File: config.mk
export PLATFORM = sky130hd
export DESIGN_NAME = sysreg_loader
export DESIGN_NICKNAME = d
export VERILOG_FILES = /design/src/rtl/sysreg_pkg.sv /design/src/rtl/sysreg_precheck.sv /design/src/rtl/sysreg_desc_decode.sv /design/src/rtl/sysreg_slot.sv /design/src/rtl/sysreg_loader.sv
export SDC_FILE = /design/constraint.sdc
export NUM_CORES = 1
export LEC_CHECK = 0
export ABC_AREA = 1
export BUFFER_PORTS_ARGS = -buffer_cell sky130_fd_sc_hd__buf_2
export CORE_MARGIN = 5
export CORE_UTILIZATION = 57
export CTS_CLUSTER_SIZE = 30
export DETAILED_ROUTE_END_ITERATION = 8
export MAX_ROUTING_LAYER = met4
export PLACE_DENSITY = 0.84
export SLEW_MARGIN = 20
export SYNTH_ARGS = -nofsm -noshare
export SYNTH_HDL_FRONTEND = slang
export SYNTH_SLANG_ARGS = --single-unit
File: constraint.sdc
create_clock -name clk -period 4.3 [get_ports clk]
set_input_delay 0.43 -clock clk [delete_from_list [all_inputs] [get_ports clk]]
set_output_delay 0.43 -clock clk [all_outputs]
set_load 0.005 [all_outputs]
File: src/rtl/sysreg_pkg.sv
package sysreg_pkg;
  localparam int NUM_SLOTS    = 2;
  localparam int DESC_SHIFT   = 3;
  localparam int HI_WORD_OFS  = 4;
  localparam int BUSY_BIT     = 9;

  typedef enum logic [0:0] {
    TGT_LDT  = 1'b0,
    TGT_TASK = 1'b1
  } target_e;

  typedef enum logic [1:0] {
    FLT_NONE   = 2'd0,
    FLT_OPCODE = 2'd1,
    FLT_PROT   = 2'd2,
    FLT_ABSENT = 2'd3
  } fault_e;

  typedef enum logic [2:0] {
    ST_IDLE,
    ST_CHECK,
    ST_RD_LO,
    ST_WT_LO,
    ST_RD_HI,
    ST_WT_HI,
    ST_EVAL,
    ST_WR_HI
  } state_e;

  localparam logic [3:0] DT_LOCAL_TABLE = 4'h2;
  localparam logic [3:0] DT_TSS16_FREE  = 4'h1;
  localparam logic [3:0] DT_TSS32_FREE  = 4'h9;

  typedef struct packed {
    logic [31:0] base;
    logic [31:0] limit;
    logic [3:0]  dtype;
  } seg_cache_t;
endpackage

File: src/rtl/sysreg_precheck.sv
module sysreg_precheck
  import sysreg_pkg::*;
#(
  parameter int LIM_W = 16
) (
  input  logic             pe,
  input  logic [1:0]       cpl,
  input  logic             tgt_task,
  input  logic [15:0]      sel,
  input  logic [LIM_W-1:0] gdt_limit,
  output fault_e           fault,
  output logic [15:0]      code,
  output logic             ldt_null
);
  localparam int CMP_W = (LIM_W > 16) ? LIM_W : 16;

  logic [CMP_W-1:0] span_end;
  logic [CMP_W-1:0] lim_ext;
  logic [15:0]      sel_code;
  logic             is_null;
  logic             unused_rpl;

  assign span_end   = CMP_W'({sel[15:DESC_SHIFT], {DESC_SHIFT{1'b1}}});
  assign lim_ext    = CMP_W'(gdt_limit);
  assign sel_code   = {sel[15:2], 2'b00};
  assign is_null    = (sel[15:2] == 14'd0);
  assign unused_rpl = ^sel[1:0];

  always_comb begin
    fault    = FLT_NONE;
    code     = 16'h0000;
    ldt_null = 1'b0;
    if (!pe) begin
      fault = FLT_OPCODE;
    end else if (cpl != 2'd0) begin
      fault = FLT_PROT;
    end else if (is_null) begin
      if (tgt_task) fault = FLT_PROT;
      else          ldt_null = 1'b1;
    end else if (sel[2]) begin
      fault = FLT_PROT;
      code  = sel_code;
    end else if (span_end > lim_ext) begin
      fault = FLT_PROT;
      code  = sel_code;
    end
  end
endmodule

File: src/rtl/sysreg_desc_decode.sv
module sysreg_desc_decode
  import sysreg_pkg::*;
(
  input  logic        tgt_task,
  input  logic [31:0] lo,
  input  logic [31:0] hi,
  output fault_e      fault,
  output logic        need_mark,
  output logic [31:0] mark_word,
  output seg_cache_t  cache
);
  logic        is_system;
  logic        present;
  logic        gran;
  logic [3:0]  dtype;
  logic [19:0] lim20;
  logic        type_ok;
  logic        unused_dec;

  assign is_system  = ~hi[12];
  assign present    = hi[15];
  assign gran       = hi[23];
  assign dtype      = hi[11:8];
  assign lim20      = {hi[19:16], lo[15:0]};
  assign unused_dec = ^{hi[22:20], hi[14:13]};

  always_comb begin
    if (!is_system)    type_ok = 1'b0;
    else if (tgt_task) type_ok = (dtype == DT_TSS16_FREE) || (dtype == DT_TSS32_FREE);
    else               type_ok = (dtype == DT_LOCAL_TABLE);
  end

  always_comb begin
    if (!type_ok)      fault = FLT_PROT;
    else if (!present) fault = FLT_ABSENT;
    else               fault = FLT_NONE;
  end

  assign need_mark   = tgt_task && !hi[BUSY_BIT];
  assign mark_word   = hi | (32'd1 << BUSY_BIT);
  assign cache.base  = {hi[31:24], hi[7:0], lo[31:16]};
  assign cache.limit = gran ? {lim20, 12'hFFF} : {12'h000, lim20};
  assign cache.dtype = tgt_task ? (dtype | 4'b0010) : dtype;
endmodule

File: src/rtl/sysreg_slot.sv
module sysreg_slot
  import sysreg_pkg::*;
(
  input  logic        clk,
  input  logic        rst_n,
  input  logic        load,
  input  logic        clear,
  input  logic [15:0] sel_in,
  input  seg_cache_t  cache_in,
  output logic [15:0] sel_q,
  output seg_cache_t  cache_q,
  output logic        valid_q
);
  always_ff @(posedge clk or negedge rst_n) begin
    if (!rst_n) begin
      sel_q   <= 16'h0000;
      cache_q <= '0;
      valid_q <= 1'b0;
    end else if (load) begin
      sel_q   <= sel_in;
      cache_q <= cache_in;
      valid_q <= 1'b1;
    end else if (clear) begin
      sel_q   <= sel_in;
      valid_q <= 1'b0;
    end
  end
endmodule

File: src/rtl/sysreg_loader.sv
module sysreg_loader
  import sysreg_pkg::*;
#(
  parameter int ADDR_W = 32,
  parameter int LIM_W  = 16
) (
  input  logic              clk,
  input  logic              rst_n,
  input  logic              cmd_valid,
  output logic              cmd_ready,
  input  logic              cmd_target,
  input  logic [15:0]       cmd_sel,
  input  logic              prot_en,
  input  logic [1:0]        cur_pl,
  input  logic [ADDR_W-1:0] gdt_base,
  input  logic [LIM_W-1:0]  gdt_limit,
  output logic              mem_req_valid,
  input  logic              mem_req_ready,
  output logic              mem_req_we,
  output logic [ADDR_W-1:0] mem_req_addr,
  output logic [31:0]       mem_req_wdata,
  input  logic              mem_rsp_valid,
  input  logic [31:0]       mem_rsp_data,
  output logic              res_valid,
  output logic [1:0]        res_class,
  output logic [15:0]       res_code,
  output logic [15:0]       ldt_sel,
  output logic [31:0]       ldt_base,
  output logic [31:0]       ldt_limit,
  output logic [3:0]        ldt_type,
  output logic              ldt_valid,
  output logic [15:0]       tr_sel,
  output logic [31:0]       tr_base,
  output logic [31:0]       tr_limit,
  output logic [3:0]        tr_type,
  output logic              tr_valid
);
  state_e            st;
  logic              tgt_q;
  logic [15:0]       sel_q;
  logic              pe_q;
  logic [1:0]        cpl_q;
  logic [ADDR_W-1:0] base_q;
  logic [LIM_W-1:0]  lim_q;
  logic [31:0]       lo_q;
  logic [31:0]       hi_q;
  fault_e            res_class_q;

  fault_e            pre_fault;
  logic [15:0]       pre_code;
  logic              pre_ldt_null;
  fault_e            dec_fault;
  logic              dec_need_mark;
  logic [31:0]       dec_mark_word;
  seg_cache_t        dec_cache;
  logic [ADDR_W-1:0] desc_addr;
  logic [ADDR_W-1:0] hi_addr;
  logic [15:0]       sel_code;

  sysreg_precheck #(.LIM_W(LIM_W)) u_precheck (
    .pe        (pe_q),
    .cpl       (cpl_q),
    .tgt_task  (tgt_q),
    .sel       (sel_q),
    .gdt_limit (lim_q),
    .fault     (pre_fault),
    .code      (pre_code),
    .ldt_null  (pre_ldt_null)
  );

  sysreg_desc_decode u_decode (
    .tgt_task  (tgt_q),
    .lo        (lo_q),
    .hi        (hi_q),
    .fault     (dec_fault),
    .need_mark (dec_need_mark),
    .mark_word (dec_mark_word),
    .cache     (dec_cache)
  );

  assign desc_addr = base_q + ADDR_W'({sel_q[15:DESC_SHIFT], {DESC_SHIFT{1'b0}}});
  assign hi_addr   = desc_addr + ADDR_W'(HI_WORD_OFS);
  assign sel_code  = {sel_q[15:2], 2'b00};

  assign cmd_ready     = (st == ST_IDLE);
  assign mem_req_valid = (st == ST_RD_LO) || (st == ST_RD_HI) || (st == ST_WR_HI);
  assign mem_req_we    = (st == ST_WR_HI);
  assign mem_req_addr  = (st == ST_RD_LO) ? desc_addr : hi_addr;
  assign mem_req_wdata = (st == ST_WR_HI) ? dec_mark_word : 32'h0000_0000;
  assign res_class     = res_class_q;

  always_ff @(posedge clk or negedge rst_n) begin
    if (!rst_n) begin
      st          <= ST_IDLE;
      tgt_q       <= 1'b0;
      sel_q       <= 16'h0000;
      pe_q        <= 1'b0;
      cpl_q       <= 2'd0;
      base_q      <= '0;
      lim_q       <= '0;
      lo_q        <= 32'h0;
      hi_q        <= 32'h0;
      res_valid   <= 1'b0;
      res_class_q <= FLT_NONE;
      res_code    <= 16'h0000;
    end else begin
      res_valid <= 1'b0;
      unique case (st)
        ST_IDLE: begin
          if (cmd_valid) begin
            tgt_q  <= cmd_target;
            sel_q  <= cmd_sel;
            pe_q   <= prot_en;
            cpl_q  <= cur_pl;
            base_q <= gdt_base;
            lim_q  <= gdt_limit;
            st     <= ST_CHECK;
          end
        end
        ST_CHECK: begin
          if ((pre_fault != FLT_NONE) || pre_ldt_null) begin
            res_valid   <= 1'b1;
            res_class_q <= pre_fault;
            res_code    <= pre_code;
            st          <= ST_IDLE;
          end else begin
            st <= ST_RD_LO;
          end
        end
        ST_RD_LO: if (mem_req_ready) st <= ST_WT_LO;
        ST_WT_LO: begin
          if (mem_rsp_valid) begin
            lo_q <= mem_rsp_data;
            st   <= ST_RD_HI;
          end
        end
        ST_RD_HI: if (mem_req_ready) st <= ST_WT_HI;
        ST_WT_HI: begin
          if (mem_rsp_valid) begin
            hi_q <= mem_rsp_data;
            st   <= ST_EVAL;
          end
        end
        ST_EVAL: begin
          if (dec_fault != FLT_NONE) begin
            res_valid   <= 1'b1;
            res_class_q <= dec_fault;
            res_code    <= sel_code;
            st          <= ST_IDLE;
          end else if (dec_need_mark) begin
            st <= ST_WR_HI;
          end else begin
            res_valid   <= 1'b1;
            res_class_q <= FLT_NONE;
            res_code    <= 16'h0000;
            st          <= ST_IDLE;
          end
        end
        ST_WR_HI: begin
          if (mem_req_ready) begin
            res_valid   <= 1'b1;
            res_class_q <= FLT_NONE;
            res_code    <= 16'h0000;
            st          <= ST_IDLE;
          end
        end
        default: st <= ST_IDLE;
      endcase
    end
  end

  logic [15:0] slot_sel   [NUM_SLOTS];
  seg_cache_t  slot_cache [NUM_SLOTS];
  logic        slot_valid [NUM_SLOTS];

  for (genvar g = 0; g < NUM_SLOTS; g++) begin : g_slot
    logic slot_load;
    logic slot_clear;
    assign slot_load  = (st == ST_EVAL) && (dec_fault == FLT_NONE) && (int'(tgt_q) == g);
    assign slot_clear = (st == ST_CHECK) && (pre_fault == FLT_NONE) && pre_ldt_null &&
                        (int'(tgt_q) == g);
    sysreg_slot u_slot (
      .clk      (clk),
      .rst_n    (rst_n),
      .load     (slot_load),
      .clear    (slot_clear),
      .sel_in   (sel_q),
      .cache_in (dec_cache),
      .sel_q    (slot_sel[g]),
      .cache_q  (slot_cache[g]),
      .valid_q  (slot_valid[g])
    );
  end

  assign ldt_sel   = slot_sel[int'(TGT_LDT)];
  assign ldt_base  = slot_cache[int'(TGT_LDT)].base;
  assign ldt_limit = slot_cache[int'(TGT_LDT)].limit;
  assign ldt_type  = slot_cache[int'(TGT_LDT)].dtype;
  assign ldt_valid = slot_valid[int'(TGT_LDT)];
  assign tr_sel    = slot_sel[int'(TGT_TASK)];
  assign tr_base   = slot_cache[int'(TGT_TASK)].base;
  assign tr_limit  = slot_cache[int'(TGT_TASK)].limit;
  assign tr_type   = slot_cache[int'(TGT_TASK)].dtype;
  assign tr_valid  = slot_valid[int'(TGT_TASK)];
endmodule

**After elaboration in Yosys (flattened, before gate mapping)**

Cells that the tools add are included.

- Register bits: 324
- Bits in latches: 0
- Memory bits (writable): 0
- Memory bits (read-only): 0
- Input port bits: 105
- Output and inout port bits: 256
- Logic and storage cells: 128
- Memories: 0

- $add $sub $neg: 2
- Multiply operators: 0
- Divide/modulo/power cells: 0
- Magnitude comparators: 1
- Equality and inequality tests: 18
- Shift-type cells: 0
- Muxes and demuxes: 56
- Bitwise logic cells: 1
- Reduce and logical (&&, ||, !) cells: 28

Operators with widths:

| kind | count |
|---|---|
| 16-bit 2-to-1 mux | 13 |
| 32-bit 2-to-1 mux | 3 |
| 16-bit case mux with 3 select lines | 1 |
| 32-bit by 16-bit adder with 32-bit output | 1 |
| 32-bit by 3-bit adder with 32-bit output (second input constant) | 1 |
| 2-bit 2-to-1 mux | 14 |
| 3-bit 2-to-1 mux | 8 |
| 3-bit case mux with 8 select lines | 1 |
| 16-bit greater-than comparator | 1 |
| 14-bit logical NOT | 1 |
| 1-bit 2-to-1 mux | 14 |
| 2-bit inequality test (second input constant) | 7 |
| 3-bit == test (second input constant) | 4 |
| 2-bit nonzero test | 5 |
| 1-bit logical AND | 8 |
| 3-bit by 2-bit == test with 1-bit output (second input constant) | 2 |
| 2-bit case mux with 3 select lines | 1 |
| 2-bit AND reduction | 3 |
| 6-bit AND reduction | 1 |
| 4-bit by 1-bit == test with 1-bit output (second input constant) | 1 |
| 4-bit by 2-bit == test with 1-bit output (second input constant) | 1 |
| 4-bit == test (second input constant) | 1 |
| 2-bit logical NOT | 2 |
| 1-bit logical OR | 4 |
| other kinds (8) | 8 |

**Logic depth before layout (Yosys ltp)**

- Depth in word-level cells: 12
- Gate-level depth with buffers: 20
- Depth with buffers taken out: 20

**By module**

Synthesis repeated with hierarchy kept, for this count alone.

- Cell total of the unflattened synthesis: 2217
- Area, all modules: 17105.2 um2

By module, submodules not included:

| module | times used | cells each | area each (um2) | seq. area each (um2) |
|---|---|---|---|---|
| sysreg_loader | 1 | 1220 | 9063.7 | 3853.7 |
| sysreg_slot | 2 | 359 | 3211.8 | 2127.0 |
| sysreg_desc_decode | 1 | 149 | 888.4 | 0.0 |
| sysreg_precheck | 1 | 130 | 729.4 | 0.0 |

**Worst setup path before layout**

No wires, ideal clock.

- Kind: register to output
- Start point: register base_q[3]
- End point: output mem_req_addr[22]
- Arrival time: 2279 ps
- Data required time: 3870 ps
- Slack: 1591 ps
- Cell stages (with the launch flop): 19
- Path buffers: 0
- Cell sequence: dfrtp_1 ha_1 inv_1 fa_1 inv_1 nand2_1 nand2_1 nand3_1 nand2_1 nand2_1 nand2_1 nand2_1 nand2_2 nand2_4 nor2_1 nand3_1 nor2_1 xor2_1 inv_1

- Cells in the longest elaborated chain, start to end: 3

RTL lines:

| element | RTL line | RTL |
|---|---|---|
| start, declared | sysreg_loader.sv:43 | `logic [ADDR_W-1:0] base_q;` |
| start signal, assigned | sysreg_loader.sv:115 | `base_q <= gdt_base;` |
| 32-bit by 16-bit adder with 32-bit output (*) | sysreg_loader.sv:81 | `assign desc_addr = base_q + ADDR_W'({sel_q[15:DESC_SHIFT], {DESC_SHIFT{1'b0}}});` |
| 32-bit by 3-bit adder with 32-bit output | sysreg_loader.sv:82 | `assign hi_addr = desc_addr + ADDR_W'(HI_WORD_OFS);` |
| 32-bit 2-to-1 mux (*) | sysreg_loader.sv:88 | `assign mem_req_addr = (st == ST_RD_LO) ? desc_addr : hi_addr;` |
| end, declared | sysreg_loader.sv:20 | `output logic [ADDR_W-1:0] mem_req_addr,` |

Mark *: on every way between the ends. The rest lies on a longest branch, timed or not.

**Final worst setup path**

- Start point: register sel_q[15]
- End point: output mem_req_addr[26]

- Cells in the longest elaborated chain, start to end: 3

RTL lines:

| element | RTL line | RTL |
|---|---|---|
| start, declared | sysreg_loader.sv:40 | `logic [15:0] sel_q;` |
| start signal, assigned | sysreg_loader.sv:112 | `sel_q <= cmd_sel;` |
| 32-bit by 16-bit adder with 32-bit output (*) | sysreg_loader.sv:81 |  |
| 32-bit by 3-bit adder with 32-bit output | sysreg_loader.sv:82 |  |
| 32-bit 2-to-1 mux (*) | sysreg_loader.sv:88 |  |

Marked as above.

==> results.ini <==
[setup_path]
crit_required_ns = 3.87
end_kind = output port
critPathBufInv = 2
crit_path_end = mem_req_addr[26]
r2r_cells = 13
crit_arrival_ns = 3.34
cp-startpoint = sel_q[15]
worstSetupStartpointType = flop
r2r_setup_slack_ns = 1.12
cp_slowest_cell = ha_1
max_stage_delay_ns = 0.44
cp.depth = 17
reg2reg_to = g_slot[0].u_slot.cache_q[56]
r2r-start = tgt_q
critPathKind = reg2out
worstPathMaxFanout = 6
cpMostUsedCell = nand2_1
worstPathCellList = ha_1 -> nand2_1 -> inv_1 -> nand2_1 -> nor3_1 -> nand2_1 -> nand2_1 -> nand2_1 -> nand2_1 -> nand2_1 -> nor2_1 -> nand2_1 -> nor2_1 -> nand2_1 -> nand3_1 -> nand2_1 -> buf_2
cpLargestDelayFamily = simple AND/OR/NAND/NOR gates

[detailed_routing]
firstDrtPassIters = 6
viasPerCell = 5.39
routedWlPerCell_um = 17.9
antenna_left = 0
vias = 14100
drt-total-wl_mm = 46.7
remaining_drc_errors = 0
drtIter0Drc = 1022

[clock_network]
cts_max_level = 2
cts_resized = 0
cts_tree = done
cts_buffers = 35
clock_sinks = 322
clk_pin_slew_worst_paths_ns = 0.06
cts.hold.buffers_added = 0
cts_buffer_depth = 3
postCtsSetupRepairBufs = 0
clock_latency_ns = 0.52
clockRootBuffer = clkbuf_16

[yosys]
yosys.cell_types.count = 42
ys_warn_count = 0
ys_top_cells_by_area = dfrtp_1 52%, nand2_1 14%, o21ai_0 6.1%
synth_area_um2 = 15400
synth.avg_cell_area_um2 = 8.08
syn_inst = 1912
ys_seq_area_share_pct = 52.2
synth_top_area_share_pct = 52.2
ys_ff_latch = 322
synth_top_area_cell = dfrtp_1

[timing]
whs_ns = -0.0183
fin_skew_ns = 0.0216
fin_crit_sh_pct = 87.7
finalSetupTns_ns = 0
slew_headroom_pct = 29.7
rsz0062_at_grt = no
post-route-min-period_ns = 3.77
fmax_mhz = 265
finalSetupViolCount = 0
worstMarginPinSlew_ns = 1.05
report.final.slew_viol_count = 0
hold_viol = 7

[place]
io_buffer_count = 358
dp_hpwl_mm = 34.5
dp.cells = 2549
globalplace.congestion = 0.920
place_area_um2 = 17500

[grt]
grt_usage_pct = 31.5
grt_pass1_vias = 14400
grt_pass1_wl_mm = 75.3
grt_max_degree = 117
antenna_found_initial = 6
overflow = 0

[floorplan]
start_util_pct = 57.6
row_count = 60
dieArea_um2 = 30500
die_h_um = 175
die_w_um = 175
core_um2 = 26800
boundaryPins = 361

[run]
maxCapViolCount = 0

[power]
ir_drop_mv = 0.321
p_total_uw = 13300
power_density_nw_per_um2 = 712
p_leak_uw = 0.0105

[finish]
drive_gt1_share_pct = 23.0
final_cells = 2613
nFillCells = 2134
nNetsFinal = 2378
area_growth_pct = 20.9
final_area_um2 = 18700

[hold_path]
hold_class = in2async

[run_status]
status = complete, but fails checks
violations = hold timing

## synthesized netlist by cell type (all sizes together)
cell    count
nand4      19
dfrtp     322
nand3      89
and2        3
ha         27
fa          1
o21ai     201
buf        27
nand2     599
xnor2       5
and3        1
clkbuf     49
xor2       15
nor4        1
or2        13
mux2       27
o211ai      1
a21oi      57
inv       241
nand3b      6
a211oi      1
a31oi       9
nor3       19
nor2      175
o32ai       1
conb        1
clkinv      1
o22ai       1
## worst register-to-register path: stages, from the launching register on
cell	delay, ns
dfrtp_1	0.56
a21oi_1	0.13
nor3_1	0.13
o21ai_1	0.14
nor2_1	0.15
inv_1	0.07
nor2_1	0.20
inv_1	0.08
nor2_2	0.08
buf_4	0.34
inv_2	0.50
buf_4	0.46
nand2_1	0.12
o21ai_0	0.09
## worst min path at each step
stage,startpoint,endpoint,slack (ns),cells after the start
6_report,rst_n,g_slot[1].u_slot.sel_q[6],-0.02,1
5_1_grt,rst_n,g_slot[0].u_slot.sel_q[7],0.05,1
4_1_cts,rst_n,g_slot[1].u_slot.sel_q[6],0.02,1
3_5_place_dp,g_slot[0].u_slot.cache_q[1],g_slot[0].u_slot.cache_q[1],0.45,1
3_3_place_gp,g_slot[0].u_slot.cache_q[1],g_slot[0].u_slot.cache_q[1],0.45,1
2_1_floorplan,rst_n,base_q[0],0.13,0
## cells in the final DEF, fill, tap and decap left out, types with 3 or more instances in the layout
| cell | synthesis | final |
|---|---|---|
| a21oi_1 | 55 | 55 |
| a31oi_1 | 9 | 8 |
| and2_1 | 3 | 3 |
| buf_2 | 16 | 357 |
| buf_4 | 5 | 11 |
| bufinv_16 | 0 | 3 |
| clkbuf_1 | 49 | 3 |
| clkbuf_16 | 0 | 35 |
| clkbuf_8 | 0 | 5 |
| clkinv_2 | 0 | 7 |
| dfrtp_1 | 322 | 322 |
| diode_2 | 0 | 7 |
| ha_1 | 27 | 27 |
| inv_1 | 237 | 237 |
| inv_2 | 4 | 4 |
| mux2_2 | 27 | 27 |
| nand2_1 | 576 | 572 |
| nand2_2 | 20 | 20 |
| nand2_4 | 3 | 7 |
| nand3_1 | 86 | 86 |
| nand3_2 | 3 | 3 |
| nand3b_1 | 6 | 6 |
| nand4_1 | 18 | 18 |
| nor2_1 | 162 | 162 |
| nor2_2 | 8 | 8 |
| nor2_4 | 5 | 5 |
| nor3_1 | 14 | 14 |
| nor3_2 | 3 | 3 |
| o21ai_0 | 188 | 188 |
| o21ai_1 | 13 | 13 |
| or2_2 | 13 | 13 |
| xnor2_1 | 5 | 5 |
| xor2_1 | 14 | 14 |
## logic make-up after synthesis
kind of cell / synth area share (%)
other: 0.0243
AO/OA/AOI/OAI: 8.97
XOR/XNOR: 1.26
adder cells (fa/ha/maj): 2.32
AND/OR/NAND/NOR: 25.3
flip-flops: 52.2
multiplexers: 1.97
buffers and inverters: 7.98
## report_power, final
part	total, uW	internal (uW)	switching, uW
clock	2990	1770	1220
sequential	4320	3750	570
combinational	5980	2030	3960
total	13300	7540	5750
## per-stage QoR
| stage | worst slack (ns) | util, % |
|---|---|---|
| 6_report | 0.527 | 69.7 |
| 5_1_grt | 0.242 | 69.7 |
| 4_1_cts | 0.558 | 69.6 |
| 3_5_place_dp | 1.10 | 65.3 |
| 3_3_place_gp | 1.19 | 65.3 |
| 2_1_floorplan | 1.59 | - |
## sequential cells by signal, summed over array words and instances, names as in the netlist
signal	count
st	3
g_slot.u_slot.cache_q	136
g_slot.u_slot.valid_q	2
pe_q	1
base_q	32
lo_q	32
hi_q	32
res_code	14
res_valid	1
g_slot.u_slot.sel_q	32
tgt_q	1
sel_q	16
res_class	2
lim_q	16
cpl_q	2
## final cells by class
class / instances / area, um^2 / area share, %
flip-flops and latches: 322 / 8060 / 43.1
clock buffers: 43 / 956 / 5.12
multi-input cells: 1273 / 6200 / 33.2
well taps: 341 / 427 / 2.28
inverters: 242 / 908 / 4.86
diodes: 7 / 17.5 / 0.0938
repair buffers: 371 / 1920 / 10.3
clock inverters: 14 / 189 / 1.01
## routing by layer
metal	track usage, %	vias up	share of wire (%)
met5	-	-	0
met4	12.7	0	4.2
li1	-	6671	-
met1	38.6	6686	39
met2	51.2	609	49
met3	6.82	117	7.6
Note: power is estimated with default switching activity, not from simulation.
